### config.mk
export PLATFORM = sky130hd
export DESIGN_NAME = pfmt_dreq_ctrl
export DESIGN_NICKNAME = d
export VERILOG_FILES = /design/src/rtl/pfmt_pkg.sv /design/src/rtl/pfmt_decode.sv /design/src/rtl/pfmt_rate_chk.sv /design/src/rtl/pfmt_dreq_fsm.sv /design/src/rtl/pfmt_dreq_ctrl.sv
export SDC_FILE = /design/constraint.sdc
export NUM_CORES = 1
export LEC_CHECK = 0
export BUFFER_PORTS_ARGS = -buffer_cell sky130_fd_sc_hd__buf_4
export CAP_MARGIN = 20
export CELL_PAD_IN_SITES_DETAIL_PLACEMENT = 0
export CELL_PAD_IN_SITES_GLOBAL_PLACEMENT = 2
export CORE_MARGIN = 2
export CORE_UTILIZATION = 25
export DETAILED_ROUTE_END_ITERATION = 7
export PLACE_DENSITY = 0.88
export SLEW_MARGIN = 30
export SYNTH_ARGS = -nofsm -noshare
export SYNTH_HDL_FRONTEND = slang
export SYNTH_SLANG_ARGS = --single-unit
### constraint.sdc
create_clock -name clk -period 1.1 [get_ports clk]
set_clock_uncertainty 0.15 [all_clocks]
set_input_delay 0.055 -clock clk [delete_from_list [all_inputs] [get_ports clk]]
set_output_delay 0.055 -clock clk [all_outputs]
set_load 0.02 [all_outputs]
### src/rtl/pfmt_pkg.sv
package pfmt_pkg;
  localparam int RATE_W = 3;

  typedef enum logic [1:0] {
    LUT_NONE  = 2'd0,
    LUT_MULAW = 2'd1,
    LUT_ALAW  = 2'd2
  } lut_e;

  typedef struct packed {
    logic              xtal;
    logic [RATE_W-1:0] rate;
    logic              stereo;
    logic              w16;
    logic              big_end;
    logic [1:0]        shift;
    lut_e              lut;
  } pcfg_t;
endpackage

### src/rtl/pfmt_decode.sv
module pfmt_decode
  import pfmt_pkg::*;
#(
  parameter int ENC_W = 3
) (
  input  logic [RATE_W+ENC_W+1:0] fmt,
  input  logic                    ext_mode,
  output pcfg_t                   cfg,
  output logic                    enc_bad
);
  localparam int XTAL_BIT   = 0;
  localparam int RATE_LSB   = XTAL_BIT + 1;
  localparam int STEREO_BIT = RATE_LSB + RATE_W;
  localparam int ENC_LSB    = STEREO_BIT + 1;

  logic [ENC_W-1:0] enc_mask;
  logic [ENC_W-1:0] code;
  logic             lin16;

  always_comb begin
    enc_mask = ext_mode ? {ENC_W{1'b1}} : {1'b0, {(ENC_W-1){1'b1}}};
    code     = fmt[ENC_LSB +: ENC_W] & enc_mask;
  end

  always_comb begin
    cfg.xtal    = fmt[XTAL_BIT];
    cfg.rate    = fmt[RATE_LSB +: RATE_W];
    cfg.stereo  = fmt[STEREO_BIT];
    cfg.w16     = 1'b1;
    cfg.big_end = 1'b0;
    cfg.lut     = LUT_NONE;
    enc_bad     = 1'b0;
    case (code)
      3'd0: cfg.w16 = 1'b0;
      3'd1: cfg.lut = LUT_MULAW;
      3'd2: ;
      3'd3: cfg.lut = LUT_ALAW;
      3'd6: cfg.big_end = 1'b1;
      default: enc_bad = 1'b1;
    endcase
    lin16 = cfg.w16 && (cfg.lut == LUT_NONE);
    if (lin16) cfg.shift = cfg.stereo ? 2'd2 : 2'd1;
    else       cfg.shift = cfg.stereo ? 2'd1 : 2'd0;
  end
endmodule

### src/rtl/pfmt_rate_chk.sv
module pfmt_rate_chk #(
  parameter int RATE_W = 3,
  localparam int IDX_W = RATE_W + 1,
  localparam int MASK_N = 1 << IDX_W
) (
  input  logic              xtal,
  input  logic [RATE_W-1:0] rate,
  input  logic [MASK_N-1:0] mask,
  output logic              rate_ok
);
  logic [IDX_W-1:0] idx;

  always_comb begin
    idx     = {xtal, rate};
    rate_ok = mask[idx];
  end
endmodule

### src/rtl/pfmt_dreq_fsm.sv
module pfmt_dreq_fsm (
  input  logic clk,
  input  logic rst_n,
  input  logic strobe,
  input  logic play_en,
  input  logic setup_err,
  output logic dreq_hold,
  output logic out_active,
  output logic xfer_clr
);
  logic run_q, run_d;
  logic act_q, act_d;
  logic clr_q, clr_d;
  logic past_ok_q;

  always_comb begin
    run_d = run_q;
    act_d = act_q;
    clr_d = 1'b0;
    if (strobe) begin
      if (setup_err || !play_en) begin
        run_d = 1'b0;
        act_d = 1'b0;
      end else begin
        clr_d = !run_q;
        run_d = 1'b1;
        act_d = 1'b1;
      end
    end
  end

  always_ff @(posedge clk or negedge rst_n) begin
    if (!rst_n) begin
      run_q     <= 1'b0;
      act_q     <= 1'b0;
      clr_q     <= 1'b0;
      past_ok_q <= 1'b0;
    end else begin
      run_q     <= run_d;
      act_q     <= act_d;
      clr_q     <= clr_d;
      past_ok_q <= 1'b1;
    end
  end

  assign dreq_hold  = run_q;
  assign out_active = act_q;
  assign xfer_clr   = clr_q;


  clr_on_start_chk: assert property (@(posedge clk) disable iff (!rst_n)
    past_ok_q && xfer_clr |-> dreq_hold && !$past(dreq_hold));


  release_chk: assert property (@(posedge clk) disable iff (!rst_n)
    strobe && (setup_err || !play_en) |=> !dreq_hold && !out_active && !xfer_clr);


  idle_hold_chk: assert property (@(posedge clk) disable iff (!rst_n)
    past_ok_q && !$past(strobe) |-> $stable(dreq_hold) && !xfer_clr);
endmodule

### src/rtl/pfmt_dreq_ctrl.sv
module pfmt_dreq_ctrl
  import pfmt_pkg::*;
#(
  parameter int ENC_W = 3,
  localparam int FMT_W = RATE_W + ENC_W + 2,
  localparam int MASK_N = 1 << (RATE_W + 1)
) (
  input  logic              clk,
  input  logic              rst_n,
  input  logic [FMT_W-1:0]  fmt_byte,
  input  logic              ext_mode,
  input  logic              play_en,
  input  logic              reconfig,
  input  logic [MASK_N-1:0] rate_ok_mask,
  output logic              xtal_sel,
  output logic [RATE_W-1:0] rate_idx,
  output logic              stereo,
  output logic              wide16,
  output logic              big_endian,
  output logic [1:0]        frame_shift,
  output logic [1:0]        lut_sel,
  output logic              cfg_err,
  output logic              dreq_hold,
  output logic              out_active,
  output logic              xfer_clr
);
  pcfg_t dec_cfg;
  pcfg_t cfg_q, cfg_d;
  logic  enc_bad, rate_ok, setup_err;
  logic  err_q, err_d;
  logic  past_ok_q;

  pfmt_decode #(.ENC_W(ENC_W)) u_dec (
    .fmt      (fmt_byte),
    .ext_mode (ext_mode),
    .cfg      (dec_cfg),
    .enc_bad  (enc_bad)
  );

  pfmt_rate_chk #(.RATE_W(RATE_W)) u_rate (
    .xtal    (dec_cfg.xtal),
    .rate    (dec_cfg.rate),
    .mask    (rate_ok_mask),
    .rate_ok (rate_ok)
  );

  assign setup_err = enc_bad || !rate_ok;

  always_comb begin
    cfg_d = cfg_q;
    err_d = err_q;
    if (reconfig) begin
      err_d = setup_err;
      if (!setup_err) cfg_d = dec_cfg;
    end
  end

  always_ff @(posedge clk or negedge rst_n) begin
    if (!rst_n) begin
      cfg_q     <= '0;
      err_q     <= 1'b0;
      past_ok_q <= 1'b0;
    end else begin
      cfg_q     <= cfg_d;
      err_q     <= err_d;
      past_ok_q <= 1'b1;
    end
  end

  pfmt_dreq_fsm u_fsm (
    .clk        (clk),
    .rst_n      (rst_n),
    .strobe     (reconfig),
    .play_en    (play_en),
    .setup_err  (setup_err),
    .dreq_hold  (dreq_hold),
    .out_active (out_active),
    .xfer_clr   (xfer_clr)
  );

  assign xtal_sel    = cfg_q.xtal;
  assign rate_idx    = cfg_q.rate;
  assign stereo      = cfg_q.stereo;
  assign wide16      = cfg_q.w16;
  assign big_endian  = cfg_q.big_end;
  assign frame_shift = cfg_q.shift;
  assign lut_sel     = cfg_q.lut;
  assign cfg_err     = err_q;


  err_freeze_chk: assert property (@(posedge clk) disable iff (!rst_n)
    past_ok_q && $past(reconfig) && cfg_err |-> $stable(cfg_q));


  no_strobe_stable_chk: assert property (@(posedge clk) disable iff (!rst_n)
    past_ok_q && !$past(reconfig) |-> $stable(cfg_q) && $stable(cfg_err));


  shift_two_chk: assert property (@(posedge clk) disable iff (!rst_n)
    frame_shift == 2'd2 |-> stereo && wide16 && lut_sel == 2'd0);


  lut_wide_chk: assert property (@(posedge clk) disable iff (!rst_n)
    lut_sel != 2'd0 |-> wide16 && !big_endian && lut_sel != 2'd3);
endmodule

=== Yosys cells after proc, flatten, opt, wreduce, memory -nomap -nowiden ===
Index checks and enable logic that the tools add are counted.

* Bits of input ports: 29
* Bits in registers: 14

* Bitwise logic cells: 2
* Muxes and demuxes: 13
* Eq/ne operators: 4
* Reduce and logical (&&, ||, !) cells: 10
* Magnitude comparators: 1

{| class="wikitable"
|+ Operators with widths
! cell !! count
|-
| 2-to-1 mux 1 bit || 8
|-
| == test 3 x 2 -> 1 bit, second input constant || 2
|-
| less-than comparator 4 x 5 -> 1 bit, second input constant || 1
|-
| OR reduction 5 bit || 1
|-
| binary-select mux 1 bit (select 4 bit) || 1
|-
| 2-to-1 mux 2 bit || 2
|-
| case mux 2 bit (2 select lines) || 1
|-
| AND 3 bit || 1
|-
| == test 3 x 1 -> 1 bit, second input constant || 1
|-
| == test 3 bit, second input constant || 1
|-
| zero test 1 bit || 3
|-
| zero test 3 bit || 1
|-
| 2-to-1 mux 3 bit || 1
|-
| zero test 2 bit || 1
|-
| logical OR 1 bit || 2
|-
| AND reduction 2 bit || 1
|-
| logical AND 1 bit || 1
|-
| NOT 1 bit || 1
|}

=== Depth between registers and ports, before layout ===
Gate-level depths: netlist of run 1.

* Depth after elaboration: 9
* Gate-level depth with buffers: 7
* Depth with buffers taken out: 5

=== Hierarchy ===
Synthesis of run 1 repeated with hierarchy kept, for this count alone.

* Cells, all modules: 56
* Area total of the unflattened synthesis: 838.3 um^2

{| class="wikitable"
|+ By module, submodules not included
! module !! times used !! area an instance (um^2) !! cells each !! seq. area each (um^2)
|-
| pfmt_dreq_ctrl || 1 || 503.0 || 27 || 300.3
|-
| pfmt_rate_chk || 1 || 135.1 || 7 || 0.0
|-
| pfmt_decode || 1 || 113.9 || 15 || 0.0
|-
| pfmt_dreq_fsm || 1 || 86.3 || 7 || 50.0
|}

=== Worst setup path before layout of run 1 ===
Ideal clock, no wire load.

* Path type: input-to-reg
* Start point: input fmt_byte[1]
* End point: register cfg_q (netlist bit frame_shift[0])
* Setup time: 0.125 ns
* Slack: -0.693 ns
* Arrival: 1.518 ns
* Stages: 7
* Required time: 0.825 ns
* Cell sequence: buf_6 mux4_2 nand2b_4 o2bb2ai_1 and2b_4 buf_8 mux2_4

* Cells in the longest elaborated chain, start to end: 6

{| class="wikitable"
|+ RTL lines
! what !! line !! text
|-
| from (decl) || pfmt_dreq_ctrl.sv:10 || <nowiki>input logic [FMT_W-1:0] fmt_byte,</nowiki>
|-
| binary-select mux 1 bit (select 4 bit) || pfmt_rate_chk.sv:15 || <nowiki>rate_ok = mask[idx];</nowiki>
|-
| 2-to-1 mux 1 bit (not written as such) || pfmt_rate_chk.sv:15 ||
|-
| zero test 1 bit || pfmt_dreq_ctrl.sv:47 || <nowiki>assign setup_err = enc_bad || !rate_ok;</nowiki>
|-
| logical OR 1 bit || pfmt_dreq_ctrl.sv:47 ||
|-
| NOT 1 bit (no line) || n/a ||
|-
| AND reduction 2 bit (no line) || n/a ||
|-
| to (signal assigned) || pfmt_dreq_ctrl.sv:64 || <nowiki>cfg_q <= cfg_d;</nowiki>
|-
| to (decl) || pfmt_dreq_ctrl.sv:28 || <nowiki>pcfg_t cfg_q, cfg_d;</nowiki>
|}

Every way passes these cells. The select of a mux whose other input is x is not followed.
A chain may end at the register's enable or synchronous reset.

=== Worst setup path after layout of run 1 ===
* Start point: input fmt_byte[1]
* End point: register cfg_q (netlist bit frame_shift[1])

Same word-level chain as after synthesis.

==> results.md, run 1 <==
- Netlist cell types: 28
- Vias in the first global route: around 800
- CTS tree: built
- Synthesized area per cell: about 13 um^2
- Synth async-reset ratio: 100%
- Crit path time final: about 1500 ps
- CTS Buffer Depth: 2
- Initial antenna violation count: 0
- Setup Crit Path Kind: input pin to flop
- LEAKAGE: a little under 0.7 nW
- Hold Slack: -10.1 ps
- Top FF cell, synth: dfrtp_1
- Yosys reg bits: 14
- Post-synthesis cell count: 62
- Antenna diodes: 0
- Sequential area share after synthesis: about 44%
- Remaining DRCs: 0
- WP data required: 1110 ps
- Largest net degree at the start of global routing: 15
- I/O pin cnt: 44
- Share of layout cells above drive strength 1: about two thirds
- Slowest cell on the critical path: mux4_2
- Max_slew headroom: between 70% and 80%
- Clock root buffer: clkbuf_4
- First-pass GRT wire length: around 3200 um
- ANT nets after route: 0
- Worst Path Arrival: around 1500 ps
- Drt total wl: 1980 um
- Pre-antenna DRT Iters: 4
- Chip Height: between 60 and 70 um
- Post-synth EDFFs: 0
- Worst Min Path Start: fmt_byte[3]
- Worst-path cell chain: buf_12, mux4_2, nand2b_4, o2bb2ai_4, and2b_2, mux2_4
- Post-synth top area share: 44.3%
- Vias: between 700 and 800
- Hold Path Class: input pin to flop
- CP max stage delay: 480 ps
- Synth area leaders: dfrtp_1 44%, mux2_4 11%, mux2_2 7.1%
- Final core utilization: 46.2%
- Iteration-0 DRC Markers: 8
- Placer Congestion: about 0.68
- Crit end category: flop
- Maximum vdd drop: ~0.30 mV
- Final setup viols: 13
- Failing checks: negative hold slack, negative setup slack
- # rows: 20
- Nets: ~160
- Tcrit/Tclk final: 133%
- Largest area contributor in the synthesized netlist: dfrtp_1
- Pwr dens: about 1200 nW/um^2
- Area Growth Syn to Fin: 77.1%
- Post-synth net total: between 90 and 100
- GR Overflow Total: 0
- FF-to-FF Start: frame_shift[0]
- Actual slew at the worst max-slew pin: around 300 ps
- Startpoint type of the worst setup path: input pin
- Total track usage: a little under an eighth
- Wl on met1: ~800 um
- Clock sink count: 14
- Die area: between 3000 and 4000 um^2
- H-tree level count: 1
- Port bufs: between 40 and 50
- CTS Buf Count: 3
- Max Fclk: 684 MHz
- Final Power: about 1.7 mW
- Dpl cells: 157
- Met3 wire length: ~160 um
- Setup_tns: -3840 ps
- RSZ-0062 raised after global routing: yes
- Max Cap Viol: 0
- Core area: between 3000 and 4000 um^2
- Yosys warning count: 0
- Non-filler cells, final: around 170
- Count of final max-slew check failures: 0
- Setup WS pre-CTS: -737 ps
- Max Fanout on Critical Path: 7
- Final hold viol count: 1
- Initial Util: a little over a quarter
- Met2 WL: roughly 1000 um
- Post-DR wirelength/cell: approximately 12 um
- Synth Cell Area: ~800 um^2
- Status: complete, but fails checks
- DR vias/cell: 4.29
- Final setup margin: -362 ps
- Clock latency on the worst-skew pair: between 200 and 300 ps
- Die Wd: roughly 60 um
- Crit. Startpoint: fmt_byte[1]
- Max layer used: met4
- Clock-pin slew on the worst setup and hold paths: ~80 ps
-- power breakdown --
group          switching [mW]  total, mW  internal (mW)
clock network           0.149      0.276          0.127
logic                   0.320      0.755          0.435
registers              0.0651      0.683          0.618
total                   0.534       1.71           1.18
-- what timing repair did --
| item | 4_1_cts | 5_1_grt |
|---|---|---|
| pin swaps | 0 | 5 |
| hold buffers | 6 | 0 |
| endpoints found under the setup margin | 14 | 14 |
| resized for setup | 5 | 11 |
| buffers inserted | 0 | 1 |
| cloned | 1 | 0 |
| hold endpoints to repair | 23 | 0 |
-- synthesized netlist by cell type, types with 2 or more instances --
cell type and number:
nor2_1 5, dfrtp_1 14, mux2_2 5, nand3_1 2
mux2_4 6, nand2_1 3, inv_1 3, and3_1 2
o21ai_0 2, mux2i_1 2
-- critical path: cells and delay by family --
| family | cells | cell delay [ps] |
|---|---|---|
| multiplexers | 2 | 780 |
| AND/OR/NAND/NOR | 2 | 410 |
| AO/OA/AOI/OAI | 1 | 120 |
| buffers and inverters | 1 | 90 |
-- cells by family after synthesis --
| family | share of synthesized area [%] |
|---|---|
| flops | 44.3 |
| mux | 27.2 |
| simple gates | 13.4 |
| compound gates | 7.75 |
| buf+inv | 5.70 |
| fa+ha+maj | 1.58 |
-- metrics by stage --
stage | hold slack [ps] | instance area, um^2
after floorplan | -391 | 800
after global placement | -243 | 1220
after CTS | -27.6 | 1330
final | -10.1 | 1400
after detailed placement | -236 | 1220
after global routing | 2.18 | 1400
-- state kept, by name (all words and copies together) (netlist names) --
register and flops:
frame_shift 2, big_endian 1, rate_idx 3, wide16 1
stereo 1, xtal_sel 1, u_fsm.dreq_hold 1, cfg_err 1
u_fsm.xfer_clr 1, lut_sel 2
-- final timing paths --
check,to,slack [ps],depth (start not counted)
worst max-delay path,frame_shift[1],-360,6
worst max register to register,frame_shift[0],180,1
worst min register to register,xtal_sel,350,1
worst min-delay path,rate_idx[2],-10,3
min in group asynchronous,frame_shift[0],10,2
max in group asynchronous,rate_idx[0],620,2
-- placed cells by master (no fill, tap or decap), types with 3 or more instances in the layout --
| master | instances |
|---|---|
| dlygate4sd3_1 | 6 |
| inv_1 | 3 |
| dfrtp_1 | 14 |
| nor2_1 | 4 |
| buf_4 | 53 |
| nand2_1 | 3 |
| mux2_4 | 9 |
| clkbuf_4 | 3 |
-- final cells by class --
type                    instances  area [um^2]
multi-input cells              43          472
clock buffers                   3         22.5
flip-flops and latches         14          350
inverters                       3         11.3
well taps                      44         55.1
fillers                       304         1630
repair buffers                 61          489
-- metal layers --
metal | track usage [%] | vias to the layer above
met3 | 2.38 | 2
met2 | 23.1 | 36
met5 | 0 | -
met4 | 4.76 | 0
met1 | 12.4 | 331
li1 | - | 351
No activity file was read; power rests on OpenSTA's default activity.
==> run 2: changes to the inputs <==
--- a/config.mk
+++ b/config.mk
@@ -5,11 +5,10 @@
 export SDC_FILE = /design/constraint.sdc
 export NUM_CORES = 1
 export LEC_CHECK = 0
-export BUFFER_PORTS_ARGS = -buffer_cell sky130_fd_sc_hd__buf_4
+export BUFFER_PORTS_ARGS = -buffer_cell sky130_fd_sc_hd__buf_2
 export CAP_MARGIN = 20
 export CELL_PAD_IN_SITES_DETAIL_PLACEMENT = 0
 export CELL_PAD_IN_SITES_GLOBAL_PLACEMENT = 2
-export CORE_MARGIN = 2
 export CORE_UTILIZATION = 25
 export DETAILED_ROUTE_END_ITERATION = 7
 export PLACE_DENSITY = 0.88
==> results.md, run 2 (synthesized netlist as in run 1, its figures left out) <==
- Status: complete, but fails checks
- Failing checks: design-rule violations, negative setup slack
- Crit end category: flop
- Final setup margin: -355 ps (+7.45 ps)
- Commonest non-fill, non-tap cell in the layout: buf_2
- Max Fanout on Critical Path: 7 (unchanged)
- Final core utilization: 42.4% (-3.9 points)
- I/O pin cnt: 44 (unchanged)
- Most frequent cells in the layout: 41 x buf_2, 14 x dfrtp_1, 11 x buf_4
- Vias in the first global route: 760 (-4.5%)
- Initial Util: 26.1% (unchanged)
- CTS Buf Count: 3 (unchanged)
- WP data required: 1120 ps (about the same)
- Min-Delay Path Depth: 3 (unchanged)
- Pre-antenna DRT Iters: 6 (+2)
- Initial antenna violation count: 0 (unchanged)
- Core area: 3030 um^2 (unchanged)
- Total track usage: 12.6% (+0.59 points)
- Share of layout cells above drive strength 1: 64.5% (-0.81 points)
- Crit path time final: 1450 ps (-7.45 ps)
- Setup Crit Path Kind: input pin to flop
- ANT nets after route: 0 (unchanged)
- Max Cap Viol: 0 (unchanged)
- Die area: 3390 um^2 (-6.5%)
- RR Endpoint: wide16
- DR vias/cell: 4.27 (-0.28%)
- Hold Path Class: input pin to flop
- WHS Endpoint: frame_shift[0]
- Port bufs: 43 (unchanged)
- # rows: 20 (unchanged)
- Placer Congestion: 0.741 (+8.4%)
- Non-filler cells, final: 168 (unchanged)
- Worst R2R Path Depth: 1 (unchanged)
- Dpl cells: 157 (unchanged)
- Area Growth Syn to Fin: 62.2%
- Hold Slack: 4.89 ps (+15.0 ps)
- Die Wd: 58.2 um (-3.3%)
- Post-CTS setup buffers: 0 (unchanged)
- Clock root buffer: clkbuf_4
- Vias: 718 (-0.28%)
- Worst Path Arrival: 1480 ps (about the same)
- Clock sink count: 14 (unchanged)
- Pwr dens: 1330 nW/um^2 (+8.7%)
- Count of final max-slew check failures: 0 (unchanged)
- Drt total wl: 1970 um (-0.61%)
- Register area: 350 um^2 (unchanged)
- Actual slew at the worst max-slew pin: 314 ps (+11.4 ps)
- Max_slew headroom: 78.9% (-0.77 points)
- Antenna diodes: 0 (unchanged)
- H-tree level count: 1 (unchanged)
- Max reg flops: 3 (unchanged)
- Final setup viols: 13 (unchanged)
- Clock latency on the worst-skew pair: 270 ps (about the same)
- R2R setup slack: 180 ps (about the same)
- Worst Min Path Start: fmt_byte[4]
- Maximum vdd drop: 0.393 mV (+29%)
- GR Overflow Total: 0 (unchanged)
- First-pass GRT wire length: 3280 um (+0.86%)
- Hpwl dp: 1520 um
- Remaining DRCs: 1 (+1)
- RSZ-0062 raised after global routing: yes
- Post-DR wirelength/cell: 11.7 um (-0.61%)
- CTS tree: built
- CTS Buffer Depth: 2 (unchanged)
- Nets: 155 (-0.64%)
- FF-to-FF Start: wide16
- Clock-pin slew on the worst setup and hold paths: 90 ps (about the same)
- LEAKAGE: 0.658 nW (-5.3%)
- Multi-input combinational cell area: 450 um^2 (-4.5%)
- Startpoint type of the worst setup path: input pin
- Chip Height: 58.2 um (-3.3%)
- Iteration-0 DRC Markers: 21 (+13)
- Largest net degree at the start of global routing: 15 (unchanged)
- Final hold viol count: 0 (-1)
- Tcrit/Tclk final: 132% (-0.68 points)
- Max Fclk: 687 MHz (+0.51%)
- # fillers: 314 (+3.3%)
## run 2: cell types whose count changed in the layout (fill, tap and decap cells not counted)
| cell | previous run | this run |
|---|---|---|
| buf_2 | 0 | 41 |
| buf_4 | 53 | 11 |
| clkbuf_8 | 0 | 1 |
| nor2b_1 | 0 | 1 |
| nor2b_4 | 1 | 0 |
| o221ai_2 | 0 | 1 |
| o221ai_4 | 1 | 0 |
| or2b_2 | 0 | 1 |
| or2b_4 | 1 | 0 |
## run 2: layout make-up
| class | instances | share of cell area, % |
|---|---|---|
| Sequential cell | 14 | 27.3 |
| Tap cell | 44 | 4.29 |
| Clock buffer | 4 | 2.83 |
| Inverter | 3 | 0.878 |
| Multi-Input combinational cell | 43 | 35.1 |
| Timing Repair Buffer | 60 | 29.6 |
## run 2: worst max-delay path by stage
stage / to / from / slack [ps] / cells past startpoint
after floorplan: frame_shift[0] / fmt_byte[1] / -670 / 7
after global placement: lut_sel[1] / fmt_byte[1] / -760 / 7
after detailed placement: rate_idx[1] / fmt_byte[1] / -810 / 7
after CTS: wide16 / fmt_byte[1] / -350 / 6
after global routing: wide16 / fmt_byte[1] / -400 / 6
final: wide16 / fmt_byte[1] / -350 / 6
## run 2: worst max-delay path, cell delays in order
cell	delay, ps
buf_12	90
mux4_2	480
nand2b_4	160
o2bb2ai_4	130
and2b_2	250
mux2_4	310
## run 2: what timing repair did
item / CTS / global route
endpoints found under the setup margin: 14 / 13
gates cloned: 1 / 0
hold buffers: 6 / 0
pin swaps: 4 / 3
endpoints found under the hold margin: 20 / 0
gates resized for setup: 13 / 1
## run 2: layer usage
layer	vias up	track usage [%]	part of all wire, %
met2	43	22.8	48
met4	0	1.02	0
met1	323	14.7	44
met3	0	4.69	7.4
li1	352	-	-
met5	-	0	0
## run 2: where the power goes
group | total (mW) | internal, mW | switching [mW]
registers | 0.675 | 0.617 | 0.0580
clock network | 0.372 | 0.201 | 0.171
logic | 0.659 | 0.341 | 0.317
total | 1.71 | 1.16 | 0.546
## run 2: metrics by stage
stage	TNS [ps]	worst slack, ps	cell area, um^2	total power [mW]
after floorplan	-7870	-673	800	1.05
after global placement	-9510	-760	1110	1.27
after detailed placement	-10170	-809	1110	1.29
after CTS	-3910	-349	1280	1.73
after global routing	-4590	-403	1280	1.80
final	-3840	-355	1280	1.71
==> run 3: changes to the inputs <==
--- a/config.mk
+++ b/config.mk
@@ -5,13 +5,15 @@
 export SDC_FILE = /design/constraint.sdc
 export NUM_CORES = 1
 export LEC_CHECK = 0
-export BUFFER_PORTS_ARGS = -buffer_cell sky130_fd_sc_hd__buf_2
+export ABC_AREA = 1
+export BUFFER_PORTS_ARGS = -buffer_cell sky130_fd_sc_hd__clkbuf_2
 export CAP_MARGIN = 20
 export CELL_PAD_IN_SITES_DETAIL_PLACEMENT = 0
 export CELL_PAD_IN_SITES_GLOBAL_PLACEMENT = 2
-export CORE_UTILIZATION = 25
+export CORE_UTILIZATION = 23
 export DETAILED_ROUTE_END_ITERATION = 7
-export PLACE_DENSITY = 0.88
+export PLACE_DENSITY = 0.89
+export SKIP_LAST_GASP = 1
 export SLEW_MARGIN = 30
 export SYNTH_ARGS = -nofsm -noshare
 export SYNTH_HDL_FRONTEND = slang
==> results.md, run 3 <==
- Post-synth EDFFs: 0 (unchanged)
- Pre-antenna DRT Iters: 4 (-2)
- Antenna diodes: 0 (unchanged)
- Max Cap Viol: 0 (unchanged)
- WHS Endpoint: frame_shift[0]
- LEAKAGE: 0.805 nW (+22%)
- Share of layout cells above drive strength 1: 43.1% (-21 points)
- Commonest non-fill, non-tap cell in the layout: clkbuf_2
- Iteration-0 DRC Markers: 38 (+81%)
- Buf/Inv on CP: 1 (unchanged)
- ANT nets after route: 0 (unchanged)
- Final setup viols: 0 (-13)
- Top-count cell post-synth: nand2_1
- Crit path time final: 1010 ps (-447 ps)
- Max_slew headroom: 75.7% (-3.1 points)
- Clock sink count: 14 (unchanged)
- RSZ-0062 raised after global routing: yes
- List of most frequent post-synthesis cells: 38 x nand2_1, 20 x nand3_1, 18 x inv_1
- Min-Delay Path Depth: 4 (+1)
- Clock-pin slew on the worst setup and hold paths: 50 ps (-40 ps)
- Sequential area share after synthesis: 38.7% (-5.6 points)
- Synthesized area per cell: 7.49 um^2 (-41%)
- Top Family by Delay on Critical Path: flip-flops
- Met3 wire length: 137 um (-5.5%)
- Initial Util: 24.4% (-1.7 points)
- Met2 WL: 998 um (+4.9%)
- Max reg flops: 3 (unchanged)
- Vias: 937 (+31%)
- Post-synthesis cell count: 121 (+95%)
- Hold Path Class: input pin to flop
- R2R setup slack: 320 ps (+140 ps)
- Final core utilization: 36.3% (-6.0 points)
- # fillers: 413 (+32%)
- First-pass GRT wire length: 3660 um (+12%)
- Pwr dens: 1230 nW/um^2 (-7.7%)
- Startpoint type of the worst setup path: flop
- Netlist cell types: 17 (-39%)
- Die Wd: 64.8 um (+11%)
- Synth async-reset ratio: 100% (unchanged)
- Count of final max-slew check failures: 0 (unchanged)
- H-tree level count: 1 (unchanged)
- Worst Path Arrival: 800 ps (-680 ps)
- Hold Slack: 49.8 ps (+44.9 ps)
- Hpwl dp: 1760 um (+16%)
- Clock latency on the worst-skew pair: 240 ps (-30 ps)
- Crit end category: output pin
- Setup Crit Path Kind: flop to output pin
- Wl on met1: 942 um (+8.3%)
- CTS Buffer Depth: 2 (unchanged)
- Tcrit/Tclk final: 91.6% (-41 points)
- CTS Buf Count: 3 (unchanged)
- Slowest cell on the critical path: dfrtp_1
- Largest net degree at the start of global routing: 15 (unchanged)
- Max Fanout on Critical Path: 4 (-3)
- Yosys warning count: 0 (unchanged)
- Final hold viol count: 0 (unchanged)
- FF-to-FF Start: u_fsm.dreq_hold
- WP data required: 890 ps (-230 ps)
- DR vias/cell: 4.09 (-4.3%)
- Final Power: 1.66 mW (-2.8%)
- Initial antenna violation count: 0 (unchanged)
- Most frequent cells in the layout: 42 x clkbuf_2, 37 x nand2_1, 20 x nand3_1
- Status: finished clean
- Post-CTS setup buffers: 0 (unchanged)
- Port bufs: 43 (unchanged)
- Top FF cell, synth: dfrtp_1
- I/O pin cnt: 44 (unchanged)
- Die area: 4190 um^2 (+24%)
- Placer Congestion: 0.801 (+8.1%)
- # rows: 22 (+10%)
- Max Fclk: 992 MHz (+44%)
- Total track usage: 11.2% (-1.4 points)
- Worst R2R Path Depth: 2 (+1)
- Chip Height: 64.8 um (+11%)
- Nets: 213 (+37%)
- RR Endpoint: u_fsm.dreq_hold
- Post-synth top area share: 38.7% (-5.6 points)
- Worst Min Path Start: fmt_byte[4]
- Max layer used: met4
- CP max stage delay: 400 ps (-80 ps)
- Post-DR wirelength/cell: 9.25 um (-21%)
- CTS tree: built
- Synth area leaders: dfrtp_1 39%, nand2_1 16%, nand3_1 11%
- Synth Cell Area: 906 um^2 (+15%)
- Vias in the first global route: 928 (+22%)
- Setup_tns: 0 ps (+3840 ps)
- GR Overflow Total: 0 (unchanged)
- Clock root buffer: clkbuf_8
- Post-synth net total: 151 (+64%)
- Worst-path cell chain: clkbuf_2
- Drt total wl: 2120 um (+7.8%)
- Remaining DRCs: 0 (-1)
- Largest area contributor in the synthesized netlist: dfrtp_1
- Core area: 3720 um^2 (+23%)
- Actual slew at the worst max-slew pin: 364 ps (+50.3 ps)
- Area Growth Syn to Fin: 49.0%
- Maximum vdd drop: 0.505 mV (+29%)
- Yosys reg bits: 14 (unchanged)
==> run 3: worst reg2reg max path, cell delays in order, from the launching register on <==
cell     delay (ps)
dfrtp_1         400
nand2_1          80
nand2_1          50
==> run 3: repair_timing <==
action	in CTS	in global routing
gates cloned	0	0
gates resized for setup	1	2
hold buffers	7	0
endpoints found under the setup margin	5	10
hold endpoints to repair	20	0
pin swaps	0	1
==> run 3: cell families after synthesis <==
group,synth area share [%]
and+or+nand+nor,43.4
buffers and inverters,14.2
DFF,38.7
AOI/OAI and AO/OA,2.35
adders and majority gates,1.38
==> run 3: per-stage QoR <==
step	setup slack, ps	area [um^2]	cells
after floorplan	-36.9	917	121
after global placement	-208	1230	219
after detailed placement	-270	1230	219
after CTS	54.2	1340	229
after global routing	-2.52	1350	229
final	92.2	1350	229
==> run 3: report_power, final <==
part,total [mW],leakage [nW],switching [mW],internal (mW)
combinational,0.595,0.606,0.349,0.246
clock,0.401,0.0216,0.159,0.241
sequential,0.663,0.177,0.0575,0.606
==> run 3: cell type report <==
| type | count | area [um^2] | share of cell area [%] |
|---|---|---|---|
| tap | 48 | 60.1 | 4.45 |
| sequential | 14 | 350 | 26.0 |
| multi-input combinational | 82 | 438 | 32.4 |
| clock buffer | 3 | 41.3 | 3.06 |
| timing repair buffer | 62 | 378 | 28.0 |
| inverter | 20 | 82.6 | 6.12 |
==> run 3: layer usage <==
layer | vias to the layer above | track usage, %
met3 | 4 | 2.29
met5 | - | 0
met1 | 404 | 12.2
li1 | 496 | -
met4 | 0 | 5.83
met2 | 33 | 20.2
==> run 3: worst max-delay path by stage <==
stage               slack [ps]       startpoint         end  cells past startpoint
floorplan                  -40      fmt_byte[1]  big_endian                     12
global placement          -210      fmt_byte[1]    xtal_sel                     10
detailed placement        -270      fmt_byte[1]  lut_sel[1]                     10
CTS                         50      fmt_byte[1]  lut_sel[1]                     11
global route                -3      fmt_byte[1]  lut_sel[1]                     11
finish                      90  u_fsm.dreq_hold   dreq_hold                      1
